`src/rtl/spi_seq_pkg.sv`:
```
package spi_seq_pkg;

  // Control word flag positions (low byte)
  localparam int unsigned CTL_EN    = 0;
  localparam int unsigned CTL_MST   = 1;
  localparam int unsigned CTL_TMR   = 2;
  localparam int unsigned CTL_FLOW  = 3;
  localparam int unsigned CTL_SS0IN = 4;
  localparam int unsigned CTL_START = 5;
  localparam int unsigned CTL_HOLD  = 6;
  localparam int unsigned CTL_FAULT = 7;
  localparam int unsigned CTL_FLAGS = 8;

  typedef enum logic [0:0] {ST_IDLE = 1'b0, ST_SHIFT = 1'b1} seq_state_e;

  typedef struct packed {
    logic fault;
    logic hold;
    logic start;
    logic ss0_in;
    logic flow;
    logic timer;
    logic master;
    logic enable;
  } ctl_flags_t;

  // Clocks per SCLK half period: the divider, never below two
  function automatic int unsigned half_clocks(int unsigned div);
    return (div < 2) ? 2 : div;
  endfunction

  // Half periods per frame: two per bit plus one trailing half
  function automatic int unsigned frame_halves(int unsigned bits);
    return 2 * bits + 1;
  endfunction

endpackage

```
`src/rtl/spi_seq_sync.sv`:
```
module spi_seq_sync #(
  parameter int unsigned STAGES  = 2,
  parameter logic        RST_VAL = 1'b1
) (
  input  logic clk,
  input  logic rst_n,
  input  logic d,
  output logic q
);
  logic [STAGES-1:0] chain_q;

  generate
    if (STAGES == 1) begin : g_one
      always_ff @(posedge clk or negedge rst_n) begin
        if (!rst_n) chain_q <= RST_VAL;
        else        chain_q <= d;
      end
    end else begin : g_many
      always_ff @(posedge clk or negedge rst_n) begin
        if (!rst_n) chain_q <= {STAGES{RST_VAL}};
        else        chain_q <= {chain_q[STAGES-2:0], d};
      end
    end
  endgenerate

  assign q = chain_q[STAGES-1];
endmodule

```
`src/rtl/spi_seq_ctlreg.sv`:
```
module spi_seq_ctlreg
  import spi_seq_pkg::*;
#(
  parameter int unsigned SS_W    = 8,
  parameter int unsigned DIV_W   = 8,
  parameter int unsigned DIV_RST = 4,
  localparam int unsigned REG_W  = CTL_FLAGS + SS_W + DIV_W
) (
  input  logic             clk,
  input  logic             rst_n,
  input  logic             we,
  input  logic [REG_W-1:0] wdata,
  input  logic             done,
  input  logic             fault_set,
  output logic [REG_W-1:0] rdata,
  output logic             enable,
  output logic             master,
  output logic             timer,
  output logic             ss0_in,
  output logic             start,
  output logic             hold,
  output logic             fault,
  output logic [SS_W-1:0]  ss_mask,
  output logic [DIV_W-1:0] div
);
  ctl_flags_t       flags_q;
  logic [SS_W-1:0]  mask_q;
  logic [DIV_W-1:0] div_q;

  // A start request is honoured only with the written enable and master set
  logic start_req;
  assign start_req = wdata[CTL_START] && wdata[CTL_EN] && wdata[CTL_MST] && !flags_q.fault;

  always_ff @(posedge clk or negedge rst_n) begin
    if (!rst_n) begin
      flags_q <= '0;
      mask_q  <= '0;
      div_q   <= DIV_W'(DIV_RST);
    end else begin
      if (done || !(flags_q.enable && flags_q.master)) flags_q.start <= 1'b0;
      if (we) begin
        flags_q.enable <= wdata[CTL_EN];
        flags_q.master <= wdata[CTL_MST];
        flags_q.timer  <= wdata[CTL_TMR];
        flags_q.flow   <= wdata[CTL_FLOW];
        flags_q.ss0_in <= wdata[CTL_SS0IN];
        flags_q.hold   <= wdata[CTL_HOLD];
        mask_q         <= wdata[CTL_FLAGS +: SS_W];
        div_q          <= wdata[CTL_FLAGS + SS_W +: DIV_W];
        if (start_req)        flags_q.start <= 1'b1;
        if (wdata[CTL_FAULT]) flags_q.fault <= 1'b0;
      end
      if (fault_set) begin
        flags_q.fault <= 1'b1;
        flags_q.start <= 1'b0;
      end
    end
  end

  assign rdata   = {div_q, mask_q, flags_q};
  assign enable  = flags_q.enable;
  assign master  = flags_q.master;
  assign timer   = flags_q.timer;
  assign ss0_in  = flags_q.ss0_in;
  assign start   = flags_q.start;
  assign hold    = flags_q.hold;
  assign fault   = flags_q.fault;
  assign ss_mask = mask_q;
  assign div     = div_q;
endmodule

```
`src/rtl/spi_seq_engine.sv`:
```
module spi_seq_engine
  import spi_seq_pkg::*;
#(
  parameter int unsigned DATA_W = 8,
  parameter int unsigned DIV_W  = 8,
  localparam int unsigned NHALF = frame_halves(DATA_W),
  localparam int unsigned PH_W  = $clog2(NHALF)
) (
  input  logic              clk,
  input  logic              rst_n,
  input  logic              go,
  input  logic              abort,
  input  logic              hold_sel,
  input  logic [DIV_W-1:0]  half_len,
  input  logic              tx_empty,
  input  logic [DATA_W-1:0] tx_data,
  output logic              tx_pop,
  output logic              rx_push,
  output logic [DATA_W-1:0] rx_data,
  input  logic              miso,
  output logic              sclk,
  output logic              mosi,
  output logic              ss_act,
  output logic              done,
  output logic              ev_rise,
  output logic              ev_fall,
  output logic              ev_load,
  output logic              ev_end
);
  localparam logic [PH_W-1:0] LAST_PH = PH_W'(NHALF - 1);

  seq_state_e        state_q;
  logic [PH_W-1:0]   ph_q;
  logic [DIV_W-1:0]  cnt_q;
  logic [DATA_W-1:0] txsh_q;
  logic [DATA_W-1:0] rxsh_q;
  logic              ss_q;

  logic half_end, start_ok;

  assign half_end = (state_q == ST_SHIFT) && (cnt_q == half_len - DIV_W'(1));
  assign ev_end   = half_end && (ph_q == LAST_PH);
  assign ev_rise  = half_end && !ph_q[0] && (ph_q != LAST_PH);
  assign ev_fall  = half_end && ph_q[0];
  assign start_ok = (state_q == ST_IDLE) && go && !abort;
  assign ev_load  = !abort && !tx_empty && (start_ok || ev_end);
  assign done     = !abort && tx_empty && (start_ok || ev_end);

  assign tx_pop  = ev_load;
  assign rx_push = ev_end && !abort;
  assign rx_data = rxsh_q;
  assign sclk    = (state_q == ST_SHIFT) && ph_q[0];
  assign mosi    = txsh_q[DATA_W-1];
  assign ss_act  = ss_q;

  always_ff @(posedge clk or negedge rst_n) begin
    if (!rst_n) begin
      state_q <= ST_IDLE;
      ph_q    <= '0;
      cnt_q   <= '0;
      txsh_q  <= '0;
      rxsh_q  <= '0;
      ss_q    <= 1'b0;
    end else if (abort) begin
      state_q <= ST_IDLE;
      ph_q    <= '0;
      cnt_q   <= '0;
      ss_q    <= 1'b0;
    end else if (ev_load) begin
      state_q <= ST_SHIFT;
      ph_q    <= '0;
      cnt_q   <= '0;
      txsh_q  <= tx_data;
      ss_q    <= 1'b1;
    end else if (ev_end) begin
      state_q <= ST_IDLE;
      ph_q    <= '0;
      cnt_q   <= '0;
      ss_q    <= hold_sel;
    end else if (state_q == ST_SHIFT) begin
      if (half_end) begin
        cnt_q <= '0;
        ph_q  <= ph_q + PH_W'(1);
        if (ev_rise) rxsh_q <= {rxsh_q[DATA_W-2:0], miso};
        if (ev_fall) txsh_q <= {txsh_q[DATA_W-2:0], 1'b0};
      end else begin
        cnt_q <= cnt_q + DIV_W'(1);
      end
    end else if (!hold_sel) begin
      ss_q <= 1'b0;
    end
  end
endmodule

```
`src/rtl/spi_xact_seq.sv`:
```
module spi_xact_seq
  import spi_seq_pkg::*;
#(
  parameter int unsigned DATA_W      = 8,
  parameter int unsigned SS_W        = 8,
  parameter int unsigned DIV_W       = 8,
  parameter int unsigned DIV_RST     = 4,
  parameter int unsigned SYNC_STAGES = 2,
  localparam int unsigned REG_W      = CTL_FLAGS + SS_W + DIV_W
) (
  input  logic              clk,
  input  logic              rst_n,
  input  logic              ctl_we,
  input  logic [REG_W-1:0]  ctl_wdata,
  output logic [REG_W-1:0]  ctl_rdata,
  output logic              timer_run,
  input  logic              tx_empty,
  input  logic [DATA_W-1:0] tx_data,
  output logic              tx_pop,
  output logic              rx_push,
  output logic [DATA_W-1:0] rx_data,
  input  logic              miso_i,
  input  logic              ss0_n_i,
  output logic              sclk_o,
  output logic              sclk_oe,
  output logic              mosi_o,
  output logic              mosi_oe,
  output logic [SS_W-1:0]   ss_n_o,
  output logic [SS_W-1:0]   ss_n_oe
);
  logic             enable, master, timer, ss0_in, start, hold, fault;
  logic [SS_W-1:0]  ss_mask;
  logic [DIV_W-1:0] div, half_len;
  logic             ss0_sync, ss0_as_input, fault_event, run_ok, drive;
  logic             go, abort, hold_sel, done, ss_act;
  logic             ev_rise, ev_fall, ev_load, ev_end;

  spi_seq_ctlreg #(.SS_W(SS_W), .DIV_W(DIV_W), .DIV_RST(DIV_RST)) u_ctl (
    .clk(clk), .rst_n(rst_n), .we(ctl_we), .wdata(ctl_wdata),
    .done(done), .fault_set(fault_event), .rdata(ctl_rdata),
    .enable(enable), .master(master), .timer(timer), .ss0_in(ss0_in),
    .start(start), .hold(hold), .fault(fault), .ss_mask(ss_mask), .div(div)
  );

  spi_seq_sync #(.STAGES(SYNC_STAGES), .RST_VAL(1'b1)) u_ss0_sync (
    .clk(clk), .rst_n(rst_n), .d(ss0_n_i), .q(ss0_sync)
  );

  assign run_ok       = enable && master;
  assign ss0_as_input = master && ss0_in;
  assign fault_event  = enable && ss0_as_input && !ss0_sync;
  assign drive        = run_ok && !fault;
  assign go           = start && drive;
  assign abort        = fault_event || !run_ok;
  assign hold_sel     = hold && run_ok;
  assign half_len     = DIV_W'(half_clocks(32'(div)));
  assign timer_run    = timer && !enable;

  spi_seq_engine #(.DATA_W(DATA_W), .DIV_W(DIV_W)) u_eng (
    .clk(clk), .rst_n(rst_n), .go(go), .abort(abort), .hold_sel(hold_sel),
    .half_len(half_len), .tx_empty(tx_empty), .tx_data(tx_data), .tx_pop(tx_pop),
    .rx_push(rx_push), .rx_data(rx_data), .miso(miso_i), .sclk(sclk_o),
    .mosi(mosi_o), .ss_act(ss_act), .done(done), .ev_rise(ev_rise),
    .ev_fall(ev_fall), .ev_load(ev_load), .ev_end(ev_end)
  );

  assign sclk_oe = drive;
  assign mosi_oe = drive;

  generate
    for (genvar i = 0; i < SS_W; i++) begin : g_ss
      if (i == 0) begin : g_line0
        assign ss_n_o[i]  = !(ss_mask[i] && ss_act);
        assign ss_n_oe[i] = drive && !ss0_as_input;
      end else begin : g_line
        assign ss_n_o[i]  = !(ss_mask[i] && ss_act);
        assign ss_n_oe[i] = drive;
      end
    end
  endgenerate
endmodule

```
`config.mk`:
```
export PLATFORM = sky130hd
export DESIGN_NAME = spi_xact_seq
export DESIGN_NICKNAME = d
export VERILOG_FILES = /design/src/rtl/spi_seq_pkg.sv /design/src/rtl/spi_seq_sync.sv /design/src/rtl/spi_seq_ctlreg.sv /design/src/rtl/spi_seq_engine.sv /design/src/rtl/spi_xact_seq.sv
export SDC_FILE = /design/constraint.sdc
export NUM_CORES = 1
export LEC_CHECK = 0
export ABC_CLOCK_PERIOD_IN_PS = 3900
export CELL_PAD_IN_SITES_DETAIL_PLACEMENT = 1
export CELL_PAD_IN_SITES_GLOBAL_PLACEMENT = 2
export CORE_ASPECT_RATIO = 0.9
export CORE_MARGIN = 5
export CORE_UTILIZATION = 35
export DETAILED_ROUTE_END_ITERATION = 6
export DONT_BUFFER_PORTS = 1
export PLACE_DENSITY_LB_ADDON = 0.1
export SKIP_CTS_REPAIR_TIMING = 1
export SKIP_LAST_GASP = 1
export SLEW_MARGIN = 5
export SYNTH_ARGS = -nofsm -noshare
export SYNTH_HDL_FRONTEND = slang
export SYNTH_SLANG_ARGS = --single-unit
```
`constraint.sdc`:
```
create_clock -name clk -period 3.9 [get_ports clk]
set_input_delay 0.195 -clock clk [delete_from_list [all_inputs] [get_ports clk]]
set_output_delay 0.195 -clock clk [all_outputs]
set_load 0.01 [all_outputs]
```
=== After elaboration in Yosys (flattened, before gate mapping) ===
Cells that the tools add are included.

* Flip-flop bits (word level): 57
* Input port bits: 38
* Output and inout port bits: 55
* Word-level logic and storage cells: 126

* Add/subtract/negate cells: 3
* Magnitude comparators: 1
* Eq/ne operators: 6
* Multiplexer cells: 30
* Bitwise logic cells: 4
* Reductions and logical operators: 65

{| class="wikitable"
|+ Operators by type and width
! operator !! count
|-
| 8-bit two-way mux || 12
|-
| 1-bit logical AND || 33
|-
| 5-bit two-way mux || 5
|-
| 1-bit logical NOT || 16
|-
| 1-bit two-way mux || 13
|-
| 2-bit nonzero test || 5
|-
| 8-bit by 1-bit adder with 8-bit output (second input constant) || 1
|-
| 8-bit equality test || 1
|-
| 8-bit by 2-bit < comparator with 1-bit output (second input constant) || 1
|-
| 4-bit nonzero test || 2
|-
| 8-bit by 1-bit subtractor with 8-bit output (second input constant) || 1
|-
| 2-bit AND reduction || 3
|-
| 6-bit AND reduction || 1
|-
| 5-bit by 1-bit adder with 5-bit output (second input constant) || 1
|-
| 5-bit equality test (second input constant) || 1
|-
| 5-bit inequality test (second input constant) || 1
|-
| 5-bit AND reduction || 1
|-
| 4-bit by 2-bit inequality test with 1-bit output (second input constant) || 1
|-
| 4-bit by 3-bit inequality test with 1-bit output (second input constant) || 1
|-
| 1-bit inverter || 4
|-
| 1-bit logical OR || 3
|-
| 3-bit nonzero test || 1
|-
| 2-bit inequality test (second input constant) || 1
|}

=== Longest topological paths before layout ===
Gate-level depths: netlist (run 1).

* Depth in word-level cells: 13
* Depth in mapped cells: 13
* Depth with buffers taken out: 10

=== Cells and area by module ===
Synthesis (run 1) repeated with hierarchy kept, for this count alone.

* Cell total of the unflattened synthesis: 296
* Area, all modules: 3334.4 um^2

{| class="wikitable"
|+ Modules (own cells, without submodules)
! module !! instances !! cells each !! area an instance (um^2) !! seq. area each (um^2)
|-
| spi_seq_engine || 1 || 179 || 1895.6 || 775.7
|-
| spi_seq_ctlreg || 1 || 78 || 1186.1 || 601.8
|-
| spi_xact_seq || 1 || 37 || 200.2 || 0.0
|-
| spi_seq_sync || 1 || 2 || 52.6 || 52.6
|}

=== Worst setup path before layout (run 1) ===
Ideal clock, no wire load.

* Kind: register -> output
* Start: reg u_ctl.div_q[4] (netlist: u_ctl.div[4])
* End: out rx_push
* Data arrival time: 3240 ps
* Data required time: 3705 ps
* Setup slack: 465 ps
* Stages on the path, launching flop included: 10
* Buffers on the path: 1
* Cell sequence: dfrtp_1 -> buf_2 -> or4_4 -> o21ai_0 -> ha_1 -> xor2_1 -> o211ai_1 -> or3_1 -> or4b_2 -> nor4b_1

* Longest elaborated chain between the ends: 7

{| class="wikitable"
|+ RTL lines
! what !! RTL line !! source
|-
| start, declared || spi_seq_ctlreg.sv:28 || <nowiki>logic [DIV_W-1:0] div_q;</nowiki>
|-
| start signal, assigned || spi_seq_ctlreg.sv:38 || <nowiki>div_q <= DIV_W'(DIV_RST);</nowiki>
|-
| start signal, assigned || spi_seq_ctlreg.sv:49 || <nowiki>div_q <= wdata[CTL_FLAGS + SS_W +: DIV_W];</nowiki>
|-
| 8-bit by 2-bit < comparator with 1-bit output || spi_seq_pkg.sv:29 || <nowiki>return (div < 2) ? 2 : div;</nowiki>
|-
| 8-bit two-way mux (*) || spi_seq_pkg.sv:29 ||
|-
| 8-bit by 1-bit subtractor with 8-bit output (*) || spi_seq_engine.sv:41 || <nowiki>assign half_end = (state_q == ST_SHIFT) && (cnt_q == half_len - DIV_W'(1));</nowiki>
|-
| 8-bit equality test (*) || spi_seq_engine.sv:41 ||
|-
| 1-bit logical AND (*) || spi_seq_engine.sv:41 ||
|-
| 1-bit logical AND (*) || spi_seq_engine.sv:42 || <nowiki>assign ev_end = half_end && (ph_q == LAST_PH);</nowiki>
|-
| 1-bit logical AND (*) || spi_seq_engine.sv:50 || <nowiki>assign rx_push = ev_end && !abort;</nowiki>
|-
| end, declared || spi_xact_seq.sv:20 || <nowiki>output logic rx_push,</nowiki>
|}

Every way passes the cells marked *; elsewhere a longest branch is shown, timed or not.

=== Worst setup path after layout (run 1) ===
* Start: reg u_ctl.div_q[5] (netlist: u_ctl.div[5])
* End: out rx_push

The elaborated chain is that of the path after synthesis.

==> results of run 1 <==
==> power by group <==
group	switching, W	internal (W)	total [W]
sequential	0.0000549	0.000625	0.000680
clock	0.000247	0.000310	0.000557
combinational	0.0000915	0.0000778	0.000169
==> state kept, by name (all words and copies together), names as in the netlist, 2 cells and up <==
signal              cells
u_eng.ph_q              5
u_eng.rx_data           8
u_eng.cnt_q             8
u_ctl.ss_mask           8
u_ss0_sync.chain_q      2
u_ctl.div               8
u_eng.txsh_q            8
==> worst paths after layout <==
check	from	endpoint	slack [ps]	cells past startpoint
setup / recovery	u_ctl.div[5]	rx_push	160	9
hold / removal	ctl_we	u_ctl.ss_mask[3]	10	1
setup reg to reg	u_ctl.div[5]	u_eng.rx_data[3]	470	11
hold reg to reg	u_ss0_sync.chain_q[0]	u_ss0_sync.chain_q[1]	360	0
max in group asynchronous	rst_n	u_ss0_sync.chain_q[0]	3200	2
min in group asynchronous	rst_n	u_eng.cnt_q[2]	380	2
==> logic make-up after synthesis <==
group / Yosys count
DFF: 57
and+or+nand+nor: 91
buffers and inverters: 33
adders and majority gates: 4
xor gates and xnor gates: 12
muxes: 30
AOI/OAI and AO/OA: 48
==> Yosys cell counts, types with 2 or more instances <==
cell type and instances:
a31o_1 9, ha_1 4, nand3_1 8, nor2_1 17, o211ai_1 2, a32o_1 7
xor2_1 7, nand4_1 8, or2_2 2, dfstp_2 3, a21oi_1 4, and2_1 3
o311ai_0 2, xnor2_1 5, o2111ai_1 2, clkbuf_1 6, and3_1 2, nor2b_1 3
nand2b_1 2, o21ai_0 5, mux2_4 8, nor4_1 2, inv_1 6, nand2_1 21
or4_4 2, mux2_2 21, buf_6 4, or3_1 8, a31oi_1 4, nor3_1 3
a21o_1 2, buf_4 15, dfrtp_1 54
==> worst reg2reg max path, stage by stage (launching register included) <==
cell	delay (ps)
dfrtp_2	490
or4_4	570
o21ai_2	150
ha_1	250
xor2_1	160
o211ai_1	100
or3_1	360
nand4bb_1	210
buf_4	210
nor2_4	170
and3_4	330
mux2_4	320
==> per-stage QoR <==
step           instance area [um2]  utilization, %  total power, W
3_5_place_dp                  3087           36.03       0.0008173
3_3_place_gp                  3087           36.03       0.0008162
6_report                      3597           41.98        0.001407
4_1_cts                       3283           38.32        0.001387
5_1_grt                       3597           41.98        0.001487
2_1_floorplan                 3064               -       0.0008029
==> cell type report <==
class,count,area [um2]
repair buffers,35,347.8
fillers,948,4971
clock buffers,11,141.4
flip-flops and latches,57,1431
multi-input cells,185,1450
clock inverters,5,55.05
inverters,6,22.52
well taps,119,148.9
==> metal layers <==
metal	share of wire (%)	GRT usage, %	wire, um
met1	47	21.38	3779
met5	0	0	0
met4	0.95	3.786	76
met2	45	21.33	3546
met3	7.0	7.007	559
==> run metrics, run 1 <==
CTS clk-pin slew, worst paths=70 ps; Port Buffers=0; Cell Pwr Density=391.0 mW/mm2; Rows=32; Root Driver=clkbuf_8; Gate Count Post-Synth=between 200 and 300; final cell count without fillers=418; DRT Pass-1 Iters=4; Die W=108.6 um; Routed WL=7961 um; Setup violations, final=0; worst hold slack=13.30 ps; synthesized flop and latch total=57; layout cells sized above 1=24.41%; number of I/O pins=between 90 and 100; Longest Clk Path Bufs=2; routed vias=between 2,000 and 2,500; slowest cell on the critical path=or4b_2; core outline area=0.008568 mm2; Sink Count=57; Tightest Pin Transition=1028 ps; Place WS=390.1 ps; top-area cell type share of the netlist area=about 44%; area leader, netlist=dfrtp_1; Post-synth ARST share=100.0%; EDFF count, synth=0; CTS H-tree lvls=3; remaining global-route overflow=0; main combinational cell family by area after synthesis=simple AND/OR/NAND/NOR gates; Inserted Clock Buffers=9; Nets=336; most frequent cells in the layout=53 x dfrtp_1, 26 x dlygate4sd3_1, 21 x nand2_1, 21 x mux2_2, 16 x nor2_1; FMAX=267.1 MHz; worst stage delay on the critical path=720 ps; Initial Util=35.76%; post-synthesis adder-cell area fraction=1.633%; Worst setup EP type=output port; Simple-Gate Fraction of Synth Area=16.50%; Setup TNS Final=0 ps; mux cell area share after synthesis=11.96%; die height=just under 100 um; max_cap viols=0; type of the worst min-delay path=input pin to register; sequential fraction of the synthesis area=46.67%; CP bufs+invs=1; Slew Viols, Final=0; global-route wire length before repair=between 10,000 and 15,000 um; synth top area cells=dfrtp_1 44%, mux2_2 7.7%, mux2_4 3.9%; Tcrit/Tclk final=96.01%; first-iteration detailed-routing DRC count=91; full die area=0.01073 mm2; initial antenna violation count=0; count of cell types in the netlist=57; syn avg cell area=11.14 um2; largest net degree at the start of global routing=58; number of global-route vias before repair=about 2,300; most common cell after layout, fill and taps aside=dfrtp_1; Final min period=3744 ps; worst rel slew slack=31.42%; Max IR drop VDD=0.0001980 V; Leak Pwr=1.475 nW; vias per cell=around 5.3; Final Wtd Congestion=slightly below 0.8; Setup CP Type=register to output port; clk_lat worst skew=~340 ps; CTS tree=yes; Yosys warning count=0; Area Overhead vs Synth=17.39%; DRC viols=0; Hold Violations, Final=0; skew final=11.88 ps; # diodes=0; Syn Nets=around 320; startpoint types=register; wire length per cell=19.05 um; Crit path max-delay family=simple AND/OR/NAND/NOR gates; WP data arrival=3550 ps; status=finished, final reports clean; setup ws final=155.8 ps; ys flop type=dfrtp_1; Synth Area in Compound Gates=between 10% and 20%; Critical Path RT=about 3700 ps; placed insts=roughly 380; CP Cell Sequence=or4_4, o21ai_2, ha_1, xor2_1, o211ai_1, or3_1, or4b_2, nor4b_4, buf_4; Routed Antenna Nets=0; gr usage total=15.27%; Max FO, Critical Path=8; xor and xnor area share after synthesis=under 10%; Mapped Area=0.003064 mm2; hpwl dp=5457 um
Power figures use the tool's default switching activity.
==> inputs of run 2 (changes only) <==
--- a/config.mk
+++ b/config.mk
@@ -6,14 +6,11 @@
 export NUM_CORES = 1
 export LEC_CHECK = 0
 export ABC_CLOCK_PERIOD_IN_PS = 3900
-export CELL_PAD_IN_SITES_DETAIL_PLACEMENT = 1
-export CELL_PAD_IN_SITES_GLOBAL_PLACEMENT = 2
 export CORE_ASPECT_RATIO = 0.9
 export CORE_MARGIN = 5
 export CORE_UTILIZATION = 35
 export DETAILED_ROUTE_END_ITERATION = 6
 export DONT_BUFFER_PORTS = 1
-export PLACE_DENSITY_LB_ADDON = 0.1
 export SKIP_CTS_REPAIR_TIMING = 1
 export SKIP_LAST_GASP = 1
 export SLEW_MARGIN = 5
==> run 2 against run 1 <==
- the flow now finishes with violations (hold timing)
- largest cell class unchanged
- via count about the same
- total power increased by 3.7%
- utilization decreased by 0.53 points
==> run metrics, run 2 (synthesis results as in run 1) <==
share of power burned in combinational logic=10.5%; slowest cell on the critical path=or4b_2; Die W=108.6 um; global-route track usage on met3=under 10%; Setup violations, final=0; gr usage total=between 10% and 20%; CTS tree=yes; Final Wtd Congestion=between 0.7 and 0.8; type of the worst min-delay path=input pin to register; DRC viols=0; Cell Pwr Density=between 400 and 500 mW/mm2; FMAX=269.7 MHz; FF+latch area=around 0.0014 mm2; area of the multi-input gates=roughly 0.0014 mm2; Fillers=835; startpoint types=register; skew final=11.31 ps; max_cap viols=0; wire length per cell=17.26 um; CTS H-tree lvls=3; clk_lat worst skew=roughly 340 ps; Crit path max-delay family=simple AND/OR/NAND/NOR gates; Tcrit/Tclk final=95.08%; global-route wire length before repair=11,470 um; Area Overhead vs Synth=15.92%; Initial Util=between 30% and 40%; worst hold slack=-11.93 ps; number of I/O pins=93; Hold Violations, Final=1; WP data arrival=3510 ps; Port Buffers=0; remaining global-route overflow=0; die height=98.77 um; Nets=330; Longest Clk Path Bufs=2; Rows=32; Sink Count=57; first-iteration detailed-routing DRC count=166; violations in the final reports=hold timing; vias per cell=about 5.4; Setup CP Type=register to output port; worst stage delay on the critical path=680 ps; Root Driver=clkbuf_8; P_int=about 0.0011 W; number of global-route vias before repair=between 2,000 and 2,500; initial antenna violation count=0; Leak Pwr=1.450 nW; Critical Path RT=3700 ps; Slew Viols, Final=0; Routed WL=7092 um; Max FO, Critical Path=7; Tightest Pin Transition=1072 ps; Max IR drop VDD=0.0002525 V; Final min period=3708 ps; Core Util, Final=between 40% and 50%; full die area=0.01073 mm2; CP bufs+invs=1; status=finished with violations; switching power=slightly below 0.0004 W; RSZ-0062 raised after global routing=no; routed vias=around 2,200; Routed Antenna Nets=0; DRT Pass-1 Iters=4; Sw Share=26.46%; FF-to-FF setup slack=540 ps; Inserted Clock Buffers=9; clock share of power=a little over two fifths; hpwl dp=4854 um; Worst setup EP type=output port; worst rel slew slack=around 28%; part of the power in registers=46.8%; M1 GR Usage=17.10%; core outline area=0.008568 mm2; layout cells sized above 1=24.66%; GR Layer Usage met2=19.95%; largest net degree at the start of global routing=58; # diodes=0; most frequent cells in the layout=51 x dfrtp_1, 21 x nand2_1, 21 x mux2_2, 21 x dlygate4sd3_1, 16 x nor2_1; total power draw=0.001458 W; CTS clk-pin slew, worst paths=70 ps; gr busiest metal=met2; most common cell after layout, fill and taps aside=dfrtp_1; CP Cell Sequence=or4_4, o21ai_1, ha_1, xor2_1, o211ai_1, or3_1, or4b_2, nor4b_2, buf_4
==> run 2: cell types whose count changed in the layout (fill, tap and decap cells not counted), sizes merged <==
cell / before / now
dlygate4sd3: 26 / 21
inv: 6 / 7
clkbuf: 11 / 10
clkdlybuf4s25: 0 / 1
bufinv: 1 / 2
buf: 9 / 7
clkinvlp: 2 / 0
==> run 2: through the flow <==
stage | setup WS (ps) | cell area, um2 | setup TNS (ps) | instances
after floorplan | 465.1 | 3064 | 0 | 275
after global placement | 418.7 | 3072 | 0 | 373
after detailed placement | 389.0 | 3072 | 0 | 373
after CTS | -2.114 | 3288 | -2.114 | 388
after global routing | 40.34 | 3552 | 0 | 411
final | 191.9 | 3552 | 0 | 411
==> run 2: power by group through the flow <==
stage	Clock (W)	Sequential (W)	Combinational [W]
2_1_floorplan	0	0.000671	0.000132
3_3_place_gp	0	0.000692	0.000116
3_5_place_dp	0	0.000693	0.000118
4_1_cts	0.000636	0.000682	0.000118
5_1_grt	0.000667	0.000690	0.000171
6_report	0.000622	0.000683	0.000153
==> run 2: layout make-up <==
cell class / count / share of cell area, %
clock buffers: 10 / 3.875
clock inverters: 5 / 2.219
inverters: 6 / 0.6340
multi-input cells: 185 / 40.47
flip-flops and latches: 57 / 40.37
well taps: 119 / 4.192
repair buffers: 29 / 8.242
==> run 2: final timing paths <==
kind	startpoint	to	cells past startpoint
setup / recovery	u_ctl.div[4]	rx_push	9
hold / removal	ctl_wdata[16]	u_ctl.div[0]	2
setup reg to reg	u_ctl.div[4]	u_eng.rx_data[0]	11
hold reg to reg	u_ss0_sync.chain_q[0]	u_ss0_sync.chain_q[1]	0
max in group asynchronous	rst_n	u_ss0_sync.chain_q[0]	2
min in group asynchronous	rst_n	u_eng.cnt_q[4]	2
==> run 2: layer usage <==
layer	wire length, um	part of all wire, %	vias up
met5	0	0	-
li1	-	-	1019
met4	199	2.8	0
met3	487	6.9	14
met1	3174	45	1087
met2	3232	46	81
==> inputs of run 3 (changes only) <==
--- a/config.mk
+++ b/config.mk
@@ -11,6 +11,7 @@
 export CORE_UTILIZATION = 35
 export DETAILED_ROUTE_END_ITERATION = 6
 export DONT_BUFFER_PORTS = 1
+export GPL_TIMING_DRIVEN = 0
 export SKIP_CTS_REPAIR_TIMING = 1
 export SKIP_LAST_GASP = 1
 export SLEW_MARGIN = 5
==> run 3 against run 2 <==
- clock skew grew 6.3 ps
- the run now ends clean
- critical path depth is the same
- total power is 2.2% lower
- utilization is 1.3 points higher
- sequential power fell by 1%
- clock power is 9.0% lower
- worst hold slack better by 26 ps
- register-to-register slack worse by 270 ps
- critical path type unchanged
- via count is 3.2% higher
- sequential share of layout area is 1.3 points lower
- setup slack got worse by 81 ps
==> run metrics, run 3 (synthesis results as in run 1) <==
status=finished, final reports clean; Min-Delay Path Depth=1; remaining global-route overflow=0; hpwl dp=5009 um; Worst setup EP type=output port; Inserted Clock Buffers=9; Initial Util=35.76%; placed instance area=0.003213 mm2; Die W=108.6 um; Nets=350; Max FO, Critical Path=8; Critical Path RT=between 3000 and 4000 ps; worst rel slew slack=29.50%; Sink Count=57; startpoint types=register; global-route wire length before repair=11,440 um; Port Buffers=0; DRT Pass-1 Iters=6; Tightest Pin Transition=~1000 ps; Leak Pwr=1.537 nW; hold endpoint=u_ctl.timer; die height=98.77 um; wire length per cell=16.18 um; largest net degree at the start of global routing=58; Tcrit/Tclk final=97.16%; most common cell after layout, fill and taps aside=dfrtp_1; Worst R2R Path Depth=14; Setup violations, final=0; Final min period=roughly 3800 ps; Root Driver=clkbuf_8; Max IR drop VDD=0.0002452 V; Area Overhead vs Synth=19.52%; total power draw=0.001426 W; Reg-to-Reg End=u_eng.txsh_q[5]; # diodes=0; Cell Pwr Density=389.3 mW/mm2; CTS H-tree lvls=3; WP data arrival=about 3600 ps; DRC viols=0; min-delay src=ctl_wdata[2]; final instance area=between 0.003 and 0.004 mm2; skew final=17.60 ps; Longest Clk Path Bufs=2; vias per cell=5.257; R2R Path Start=u_ctl.div[4]; setup ws final=around 110 ps; layout cells sized above 1=just under 30%; most frequent cells in the layout=54 x dfrtp_1, 23 x buf_4, 21 x nand2_1, 21 x mux2_2, 17 x nor2_1; number of global-route vias before repair=2,234; full die area=0.01073 mm2; CTS clk-pin slew, worst paths=80 ps; routed vias=2,271; type of the worst min-delay path=input pin to register; Hold Violations, Final=0; Core Util, Final=42.74%; initial antenna violation count=0; FF-to-FF setup slack=270 ps; gr usage total=about an eighth; Routed WL=6989 um; first-iteration detailed-routing DRC count=133; clk_lat worst skew=~340 ps; core outline area=0.008568 mm2; max_cap viols=0; CTS tree=yes; number of I/O pins=93; Slew Viols, Final=0; Rows=32; FMAX=263.9 MHz; Setup CP Type=register to output port; worst hold slack=about 14 ps; Place WS=163.0 ps; Final Wtd Congestion=roughly 0.8; Routed Antenna Nets=0
run 3: layout make-up:
type / count / area (um2)
plain buffers: 27 / 191.4
clock buffers: 9 / 123.9
clock inverters: 7 / 77.57
fillers: 853 / 4906
inverters: 6 / 22.52
multi-input cells: 185 / 1448
flip-flops and latches: 57 / 1430
well taps: 119 / 148.9
repair buffers: 22 / 220.2
run 3: worst max path at each step:
stage	from	end	cells after the start
global placement	u_ctl.div[4]	rx_push	9
detailed placement	u_ctl.div[4]	rx_push	9
floorplan	u_ctl.div[4]	rx_push	9
CTS	u_ctl.div[4]	rx_push	9
global route	u_ctl.div[4]	tx_pop	13
finish	u_ctl.div[4]	rx_push	9
run 3: layer usage:
metal / up-vias / wire length (um) / track usage, %
li1: 1061 / - / -
met1: 1121 / 3146 / 17.24
met2: 81 / 3258 / 20.05
met3: 8 / 482 / 5.370
met4: 0 / 100 / 4.175
met5: - / 0 / 0
run 3: where the power goes:
| group | switching (W) | internal (W) |
|---|---|---|
| registers | 0.0000499 | 0.000624 |
| logic | 0.0000963 | 0.0000888 |
| clock network | 0.000266 | 0.000300 |
| total | 0.000412 | 0.00101 |
run 3: worst max-delay path, stage by stage, from the launching register on:
cell      delay [ps]
dfrtp_1          430
buf_4            190
or4_4            540
o21ai_2          160
ha_1             250
xor2_1           150
o211ai_1          90
or3_1            360
or4b_2           710
nor4b_4          360
run 3: metrics by stage:
step / cells / setup TNS (ps)
2_1_floorplan: 275 / 0
3_3_place_gp: 394 / 0
3_5_place_dp: 394 / 0
4_1_cts: 410 / -283.1
5_1_grt: 432 / -23.46
6_report: 432 / 0
